File: config.mk
export PLATFORM = sky130hd
export DESIGN_NAME = scan_supervisor
export DESIGN_NICKNAME = d
export VERILOG_FILES = /design/src/rtl/scan_sup_pkg.sv /design/src/rtl/scan_period_timer.sv /design/src/rtl/scan_alarm.sv /design/src/rtl/settle_exec.sv /design/src/rtl/group_counter.sv /design/src/rtl/scan_supervisor.sv
export SDC_FILE = /design/constraint.sdc
export NUM_CORES = 1
export LEC_CHECK = 0
export CAP_MARGIN = 20
export CORE_MARGIN = 2
export CORE_UTILIZATION = 25
export CTS_CLUSTER_DIAMETER = 60
export DETAILED_ROUTE_END_ITERATION = 16
export PLACE_DENSITY_LB_ADDON = 0.08
export SLEW_MARGIN = 5
export SYNTH_ARGS = -nofsm -noshare
export SYNTH_HDL_FRONTEND = slang
export SYNTH_HIERARCHICAL = 1
export SYNTH_SLANG_ARGS = --single-unit
File: constraint.sdc
create_clock -name clk -period 2.1 [get_ports clk]
set_input_delay 0.42 -clock clk [delete_from_list [all_inputs] [get_ports clk]]
set_output_delay 0.42 -clock clk [all_outputs]
set_load 0.02 [all_outputs]
File: src/rtl/scan_sup_pkg.sv
package scan_sup_pkg;

  // width needed to hold values 0..n
  function automatic int unsigned cnt_width(int unsigned n);
    if (n < 2) return 1;
    return $clog2(n + 1);
  endfunction

endpackage

File: src/rtl/scan_period_timer.sv
module scan_period_timer #(
  parameter int unsigned PERIOD_TICKS = 750_000_000
) (
  input  logic clk,
  input  logic rst_n,
  output logic period_end
);
  localparam int unsigned TW = scan_sup_pkg::cnt_width(PERIOD_TICKS - 1);
  localparam logic [TW-1:0] LAST = TW'(PERIOD_TICKS - 1);

  logic [TW-1:0] tick_q;

  always_ff @(posedge clk or negedge rst_n) begin
    if (!rst_n)              tick_q <= '0;
    else if (tick_q == LAST) tick_q <= '0;
    else                     tick_q <= tick_q + 1'b1;
  end

  assign period_end = (tick_q == LAST);
endmodule

File: src/rtl/scan_alarm.sv
module scan_alarm (
  input  logic clk,
  input  logic rst_n,
  input  logic period_end,
  input  logic eos_now,
  input  logic alarm_clr,
  output logic eos_miss,
  output logic eos_fail,
  output logic scan_done,
  output logic interrogate
);
  logic eos_seen_q;
  logic eos_hit;

  assign eos_hit  = eos_seen_q | eos_now;
  assign eos_miss = period_end & ~eos_hit;

  always_ff @(posedge clk or negedge rst_n) begin
    if (!rst_n) begin
      eos_seen_q  <= 1'b0;
      eos_fail    <= 1'b0;
      scan_done   <= 1'b0;
      interrogate <= 1'b0;
    end else begin
      eos_seen_q  <= period_end ? 1'b0 : eos_hit;
      scan_done   <= period_end & eos_hit;
      interrogate <= period_end | eos_now;
      if (eos_miss)       eos_fail <= 1'b1;
      else if (alarm_clr) eos_fail <= 1'b0;
    end
  end
endmodule

File: src/rtl/settle_exec.sv
module settle_exec #(
  parameter int unsigned SETTLE_CYC = 3
) (
  input  logic clk,
  input  logic rst_n,
  input  logic char_valid,
  input  logic char_eog,
  input  logic char_eos,
  output logic mem_exec,
  output logic exec_eog
);
  localparam int unsigned SW = scan_sup_pkg::cnt_width(SETTLE_CYC);
  localparam logic [SW-1:0] LOAD = SW'(SETTLE_CYC);

  logic          pend_q;
  logic [SW-1:0] wait_q;
  logic          eog_q;
  logic          take;

  assign take     = char_valid & ~char_eos;
  assign exec_eog = mem_exec & eog_q;

  always_ff @(posedge clk or negedge rst_n) begin
    if (!rst_n) begin
      pend_q   <= 1'b0;
      wait_q   <= '0;
      eog_q    <= 1'b0;
      mem_exec <= 1'b0;
    end else begin
      mem_exec <= 1'b0;
      if (take) begin
        pend_q <= 1'b1;
        wait_q <= LOAD;
        eog_q  <= char_eog;
      end else if (pend_q) begin
        if (wait_q == SW'(1)) begin
          mem_exec <= 1'b1;
          pend_q   <= 1'b0;
        end else begin
          wait_q <= wait_q - 1'b1;
        end
      end
    end
  end
endmodule

File: src/rtl/group_counter.sv
module group_counter #(
  parameter int unsigned GRP_W = 5
) (
  input  logic             clk,
  input  logic             rst_n,
  input  logic             clr,
  input  logic             step,
  output logic [GRP_W-1:0] grp,
  output logic             ovf
);
  // {overflow, next value} of a saturating increment
  function automatic logic [GRP_W:0] sat_step(logic [GRP_W-1:0] v);
    if (&v) return {1'b1, v};
    return {1'b0, v + 1'b1};
  endfunction

  logic [GRP_W:0] nxt;
  assign nxt = sat_step(grp);

  always_ff @(posedge clk or negedge rst_n) begin
    if (!rst_n) begin
      grp <= '0;
      ovf <= 1'b0;
    end else if (clr) begin
      grp <= '0;
    end else if (step) begin
      grp <= nxt[GRP_W-1:0];
      ovf <= ovf | nxt[GRP_W];
    end
  end
endmodule

File: src/rtl/scan_supervisor.sv
module scan_supervisor #(
  parameter int unsigned PERIOD_TICKS = 750_000_000,
  parameter int unsigned SETTLE_CYC   = 3,
  parameter int unsigned GRP_W        = 5
) (
  input  logic             clk,
  input  logic             rst_n,
  input  logic             char_valid,
  input  logic             char_eog,
  input  logic             char_eos,
  input  logic             addr_mode,
  input  logic             alarm_clr,
  output logic             interrogate,
  output logic             eos_fail,
  output logic             scan_done,
  output logic             mem_exec,
  output logic [GRP_W-1:0] mem_addr_grp,
  output logic             grp_ovf
);
  logic             period_end;
  logic             eos_now;
  logic             eos_miss;
  logic             exec_eog;
  logic             grp_clr;
  logic [GRP_W-1:0] grp_q;

  assign eos_now = char_valid & char_eos;
  assign grp_clr = eos_now | eos_miss;

  scan_period_timer #(.PERIOD_TICKS(PERIOD_TICKS)) u_timer (
    .clk(clk), .rst_n(rst_n), .period_end(period_end)
  );

  scan_alarm u_alarm (
    .clk(clk), .rst_n(rst_n), .period_end(period_end), .eos_now(eos_now),
    .alarm_clr(alarm_clr), .eos_miss(eos_miss), .eos_fail(eos_fail),
    .scan_done(scan_done), .interrogate(interrogate)
  );

  settle_exec #(.SETTLE_CYC(SETTLE_CYC)) u_settle (
    .clk(clk), .rst_n(rst_n), .char_valid(char_valid), .char_eog(char_eog),
    .char_eos(char_eos), .mem_exec(mem_exec), .exec_eog(exec_eog)
  );

  group_counter #(.GRP_W(GRP_W)) u_group (
    .clk(clk), .rst_n(rst_n), .clr(grp_clr), .step(exec_eog),
    .grp(grp_q), .ovf(grp_ovf)
  );

  assign mem_addr_grp = addr_mode ? grp_q : '0;
endmodule

## Yosys cells after proc, flatten, opt, wreduce, memory -nomap -nowiden

Index checks and enable logic that the tools add are counted.
W data, S select, Z words.

| storage, ports and cells | value |
|---|---|
| bits in registers | 45 |
| bits of input ports | 7 |
| output and inout bits | 10 |
| word-level logic and storage cells | 56 |

| operators by class | value |
|---|---|
| $add $sub $neg | 3 |
| eq/ne operators | 4 |
| multiplexer cells | 19 |
| bitwise operators | 12 |
| reductions and logical operators | 7 |

Operators by type and width:

| operator | count |
|---|---|
| $add A30 B1 Y30 const B | 1 |
| $eq A30 B30 Y1 const B | 1 |
| $mux W30 | 1 |
| $mux W5 | 3 |
| $mux W6 | 2 |
| $mux W1 | 10 |
| $mux W2 | 3 |
| $reduce_and A2 Y1 | 3 |
| $reduce_bool A2 Y1 | 3 |
| $add A5 B1 Y5 const B | 1 |
| $and A1 B1 Y1 | 5 |
| $reduce_and A5 Y1 | 1 |
| $or A1 B1 Y1 | 4 |
| $ne A3 B3 Y1 const B | 1 |
| $not A1 Y1 | 3 |
| $eq A2 B1 Y1 const B | 1 |
| $ne A2 B1 Y1 const B | 1 |
| $sub A2 B1 Y2 const B | 1 |

## Logic depth before layout (Yosys ltp)

| logic depth | value |
|---|---|
| depth after elaboration | 7 |
| depth in mapped cells | 8 |
| depth with buffers taken out | 7 |

## By module

Netlist, hierarchy kept.

By module, submodules not included:

| module | instances | cells an instance | area each (µm²) |
|---|---|---|---|
| scan_period_timer | 1 | 166 | 1685.4 |
| group_counter | 1 | 26 | 285.3 |
| settle_exec | 1 | 17 | 229.0 |
| scan_alarm | 1 | 11 | 142.6 |
| scan_supervisor | 1 | 7 | 45.0 |

## Worst setup path after synthesis

No wires, ideal clock.

| timing | value |
|---|---|
| path kind | register to register |
| from | register u_timer.tick_q[0] |
| to | register u_group.ovf |
| setup time | 0.124 ns |
| arrival time | 1.707 ns |
| setup slack | 0.269 ns |
| stages on the path, launching flop included | 9 |
| buffers on the path | 1 |
| cells stage by stage | dfrtp_1 > ha_1 > and4_1 > nand4_1 > nor2_1 > buf_4 > and2_1 > a21o_1 > o21bai_1 |

| between the ends | value |
|---|---|
| longest elaborated chain between the ends | 5 |

Ends and longest elaborated chain:

| element | RTL line | RTL |
|---|---|---|
| from (decl) | scan_period_timer.sv:11 | `logic [TW-1:0] tick_q;` |
| from (signal assigned) | scan_period_timer.sv:16 | `else tick_q <= tick_q + 1'b1;` |
| $eq A30 B30 Y1 | scan_period_timer.sv:19 | `assign period_end = (tick_q == LAST);` |
| via period_end | scan_supervisor.sv:20 | `logic period_end;` |
| $and A1 B1 Y1 | scan_alarm.sv:16 | `assign eos_miss = period_end & ~eos_hit;` |
| via eos_miss | scan_supervisor.sv:22 | `logic eos_miss;` |
| $or A1 B1 Y1 | scan_supervisor.sv:28 | `assign grp_clr = eos_now \| eos_miss;` |
| via grp_clr | scan_supervisor.sv:24 | `logic grp_clr;` |
| $not A1 Y1 (no source line) | n/a |  |
| $reduce_and A2 Y1 (no source line) | n/a |  |
| to (signal assigned) | group_counter.sv:28 | `ovf <= ovf \| nxt[GRP_W];` |
| to (decl) | group_counter.sv:9 | `output logic ovf` |

The timed path passes the listed nets, and every way through them passes these cells.
A chain may end at the register's enable or synchronous reset.

## Worst setup path after layout

| timing | value |
|---|---|
| from | register u_timer.tick_q[14] |
| to | register u_timer.tick_q[27] |

| between the ends | value |
|---|---|
| longest elaborated chain between the ends | 2 |
| elaborated cells between the ends (all ways) | 3 |

Ends and longest elaborated chain:

| element | RTL line | RTL |
|---|---|---|
| $add A30 B1 Y30 / $eq A30 B30 Y1 (equally long branches) | scan_period_timer.sv:16, scan_period_timer.sv:15 |  |
| $mux W30 * | scan_period_timer.sv:15 | `else if (tick_q == LAST) tick_q <= '0;` |

Mark *: on every way between the ends. The rest lies on a longest branch, timed or not.

==> parameters.txt <==
Parameter                              Value

Place
  Count of input and output buffers ... 16
  Dpl hpwl ... around 4000 um
  Setup Slack @ Placement ... -0.00429 ns
  Placed cell area ... 0.00270 mm^2
  Routability congestion estimate ... 0.760
  Cells after DPL ... 373

Floorplanning
  Die width ... 102 um
  IO Count ... 17
  Cell row count ... 35
  Height of the die ... between 100 and 150 um
  Area of the core ... 0.00924 mm^2
  Area enclosed by the die boundary ... 0.0103 mm^2
  Starting Density ... 25.8%

Global route
  All-Layer GR Usage ... 11.5%
  Largest net degree at the start of global routing ... 28
  Number of antenna violations at the first check in global routing ... 0
  Number of global-route vias before repair ... 1738
  First-pass GRT wire length ... 9150 um
  GRT Residual Overflow ... 0

Critical path
  Startpoint type of the worst setup path ... register
  Setup Crit Path Kind ... register to register
  R2r worst-path depth ... 4
  Max stage delay on crit path ... 0.54 ns
  Critical Path Fanout Max ... 8
  Cell with the largest stage delay on the worst path ... sky130_fd_sc_hd__dfrtp_1
  Setup crit end kind ... register
  Cells along the critical path ... nand4_2 > or4_1 > or4_1 > a21oi_1
  Data required time at the worst endpoint ... 2.33 ns
  Most used cell, CP ... sky130_fd_sc_hd__or4_1
  CP Data Arrival Time ... 2.09 ns

Synth
  Count of flip-flops with a built-in enable after synthesis ... 0
  Leading register cell type out of synthesis ... sky130_fd_sc_hd__dfrtp_1
  Netlist Area Pre-Place ... 0.00239 mm^2
  Syn Inst Count ... 227
  Mean post-synth cell area ... 10.5 um^2
  Number of distinct library cells after synthesis ... between 40 and 50
  Synthesized netlist net count ... roughly 240
  Number of storage elements in the synthesis netlist ... 45
  Asr flop ratio synth ... 100%
  Sequential fraction of the synthesis area ... 47.2%
  Warning count from the yosys run ... 6

Clocking
  Clock slew seen by the registers of the worst setup and hold paths ... around 0.09 ns
  # hold bufs at CTS ... 0
  H-tree depth ... 2
  Clock buffer count from CTS ... 5
  Total clock sinks ... 45
  Clk Latency, worst-skew pair ... 0.30 ns
  Worst-case clock buffer depth ... 2
  CTS Root Buffer Type ... sky130_fd_sc_hd__clkbuf_8
  TritonCTS clock tree ... done
  Setup Buffers After CTS ... 0

Route
  Via density per instance ... 4.52
  Mean routed wirelength per cell ... 14.3 um
  Vias ... 1724
  Detail Route Antenna Nets ... 0
  Number of detailed-route iterations in the first pass ... 4
  DRC violation count after routing ... 0
  Total length of routed wires ... between 5000 and 6000 um
  Count of routing violations after the opening detailed-route iteration ... 71

Final layout
  Post-Layout Inst Area ... 0.00279 mm^2
  Final cell count without fillers ... 381
  Antenna fix cells ... 0
  Highest-count cells in the layout ignoring fill and taps ... sky130_fd_sc_hd__dfrtp_1 (45), sky130_fd_sc_hd__nor2_1 (22), sky130_fd_sc_hd__nand3_1 (14)
  Most common library cell in the layout ignoring fill and taps ... sky130_fd_sc_hd__dfrtp_1
  Relative area change from synthesis to final layout ... 17.0%
  Count of fill cells added during filler insertion ... 998
  Net count reported at finish ... 262
  Layout cell share with drive strength beyond 1 ... between 10% and 20%
  End-of-flow core utilization ... 30.2%

STA
  Number of slew-limit violations in the final report ... 0
  Slew HR ... between 60% and 70%
  Maximum frequency from static timing analysis ... 537 MHz
  Clock Skews ... 0.00734 ns
  Hold slack final ... 0.0522 ns
  Setup WS post-layout ... between 0.2 and 0.25 ns
  RSZ-0062 raised after global routing ... false
  Number of failing setup endpoints in the final timing report ... 0
  Worst Tran Pin Value ... 0.467 ns
  Number of hold-slack violations in the final timing report ... 0
  Time the final worst path needs with I/O delays and setup ... 1.86 ns
  Period utilization ... 88.7%

Outcome
  Result of the run ... finished clean

Min path
  Hold WC Path Type ... input pin to asynchronous set/reset pin

Power and ir drop
  Static leakage power ... 0.00128 uW
  Areal power density over the cells ... 626 mW/mm^2
  Highest ir drop seen on vdd ... 460 uV

Run
  Reported max-cap violation count ... 0
[power breakdown]
| group | switching [uW] | leakage [uW] | internal [uW] |
|---|---|---|---|
| logic | 124 | 0.000647 | 132 |
| clock network | 311 | 0.0000439 | 230 |
| registers | 35.0 | 0.000592 | 919 |
| total | 470 | 0.00128 | 1280 |
[cells in the mapped netlist, types with 4 or more instances]
cell | instances | area, um^2
sky130_fd_sc_hd__nand3_1 | 14 | 70.1
sky130_fd_sc_hd__mux2i_1 | 5 | 50.1
sky130_fd_sc_hd__nor3_1 | 6 | 30.0
sky130_fd_sc_hd__nor2_1 | 22 | 82.6
sky130_fd_sc_hd__nand2_1 | 12 | 45.0
sky130_fd_sc_hd__and3_1 | 4 | 25.0
sky130_fd_sc_hd__o21ai_0 | 4 | 20.0
sky130_fd_sc_hd__xnor2_1 | 12 | 105
sky130_fd_sc_hd__buf_6 | 7 | 78.8
sky130_fd_sc_hd__xor2_1 | 12 | 105
sky130_fd_sc_hd__and4_1 | 5 | 43.8
sky130_fd_sc_hd__and2_1 | 8 | 50.1
sky130_fd_sc_hd__dfrtp_1 | 45 | 1130
sky130_fd_sc_hd__or4_1 | 4 | 30.0
sky130_fd_sc_hd__nand4_1 | 11 | 68.8
sky130_fd_sc_hd__ha_1 | 4 | 50.1
sky130_fd_sc_hd__a21oi_1 | 5 | 25.0
sky130_fd_sc_hd__nor4_1 | 5 | 31.3
[final timing paths]
| kind | slack, ns | startpoint | endpoint |
|---|---|---|---|
| setup / recovery | 0.24 | u_timer/tick_q[14]$_DFF_PN0_ | u_timer/tick_q[27]$_DFF_PN0_ |
| hold / removal | 0.05 | rst_n | u_settle/wait_q[0]$_DFFE_PN0P_ |
| setup reg to reg | 0.24 | u_timer/tick_q[14]$_DFF_PN0_ | u_timer/tick_q[27]$_DFF_PN0_ |
| hold reg to reg | 0.48 | u_group/ovf$_DFFE_PN0P_ | u_group/ovf$_DFFE_PN0P_ |
| max in group asynchronous | 1.54 | rst_n | u_timer/tick_q[26]$_DFF_PN0_ |
| min in group clk | 0.48 | u_group/ovf$_DFFE_PN0P_ | u_group/ovf$_DFFE_PN0P_ |
[area by class of cell]
type                            count  area, um^2  share of cell area (%)
Clock inverter                      3        17.5                   0.627
Tap cell                          129         161                    5.78
Multi-Input combinational cell    166        1130                    40.6
Clock buffer                        5        68.8                    2.46
Timing Repair Buffer               29         270                    9.67
Inverter                            4        15.0                   0.537
Sequential cell                    45        1130                    40.3
[timing repair]
action,in CTS,in global routing
endpoints found under the setup margin,2,3
endpoints found under the hold margin,0,0
gates cloned,0,0
gates resized for setup,2,3
[worst max-delay path: cells and delay by family, from the launching register on]
kind / cells / cell delay, ns
compound gates: 1 / 0.15
flops: 1 / 0.54
simple gates: 3 / 1.11
[kinds of logic after synthesis]
| kind of cell | after synthesis | share of synthesized area [%] |
|---|---|---|
| flops | 45 | 47.2 |
| simple gates | 115 | 29.4 |
| buf+inv | 16 | 5.29 |
| fa+ha+maj | 4 | 2.10 |
| compound gates | 17 | 4.56 |
| mux | 6 | 2.73 |
| xor+xnor | 24 | 8.80 |
[sequential cells by signal (all words and copies together) (netlist names)]
register	flops
u_settle/pend_q	1
u_settle/eog_q	1
u_alarm/eos_seen_q	1
u_group/ovf	1
u_alarm/eos_fail	1
u_timer/tick_q	30
u_settle/mem_exec	1
u_settle/wait_q	2
u_alarm/scan_done	1
u_alarm/interrogate	1
u_group/grp	5
[metal layers]
layer	part of all wire, %	wire length [um]	GRT usage, %
met4	1.3	73	3.43
met1	52	2820	16.1
met3	2.4	128	2.48
met5	0	0	0
met2	44	2420	17.7
[stage by stage]
step | power [uW] | TNS (ns)
floorplan | 1130 | 0
global placement | 1230 | 0
detailed placement | 1230 | -0.00825
CTS | 1800 | 0
global route | 1860 | 0
finish | 1750 | 0
Note: power is estimated with default switching activity, not from simulation.
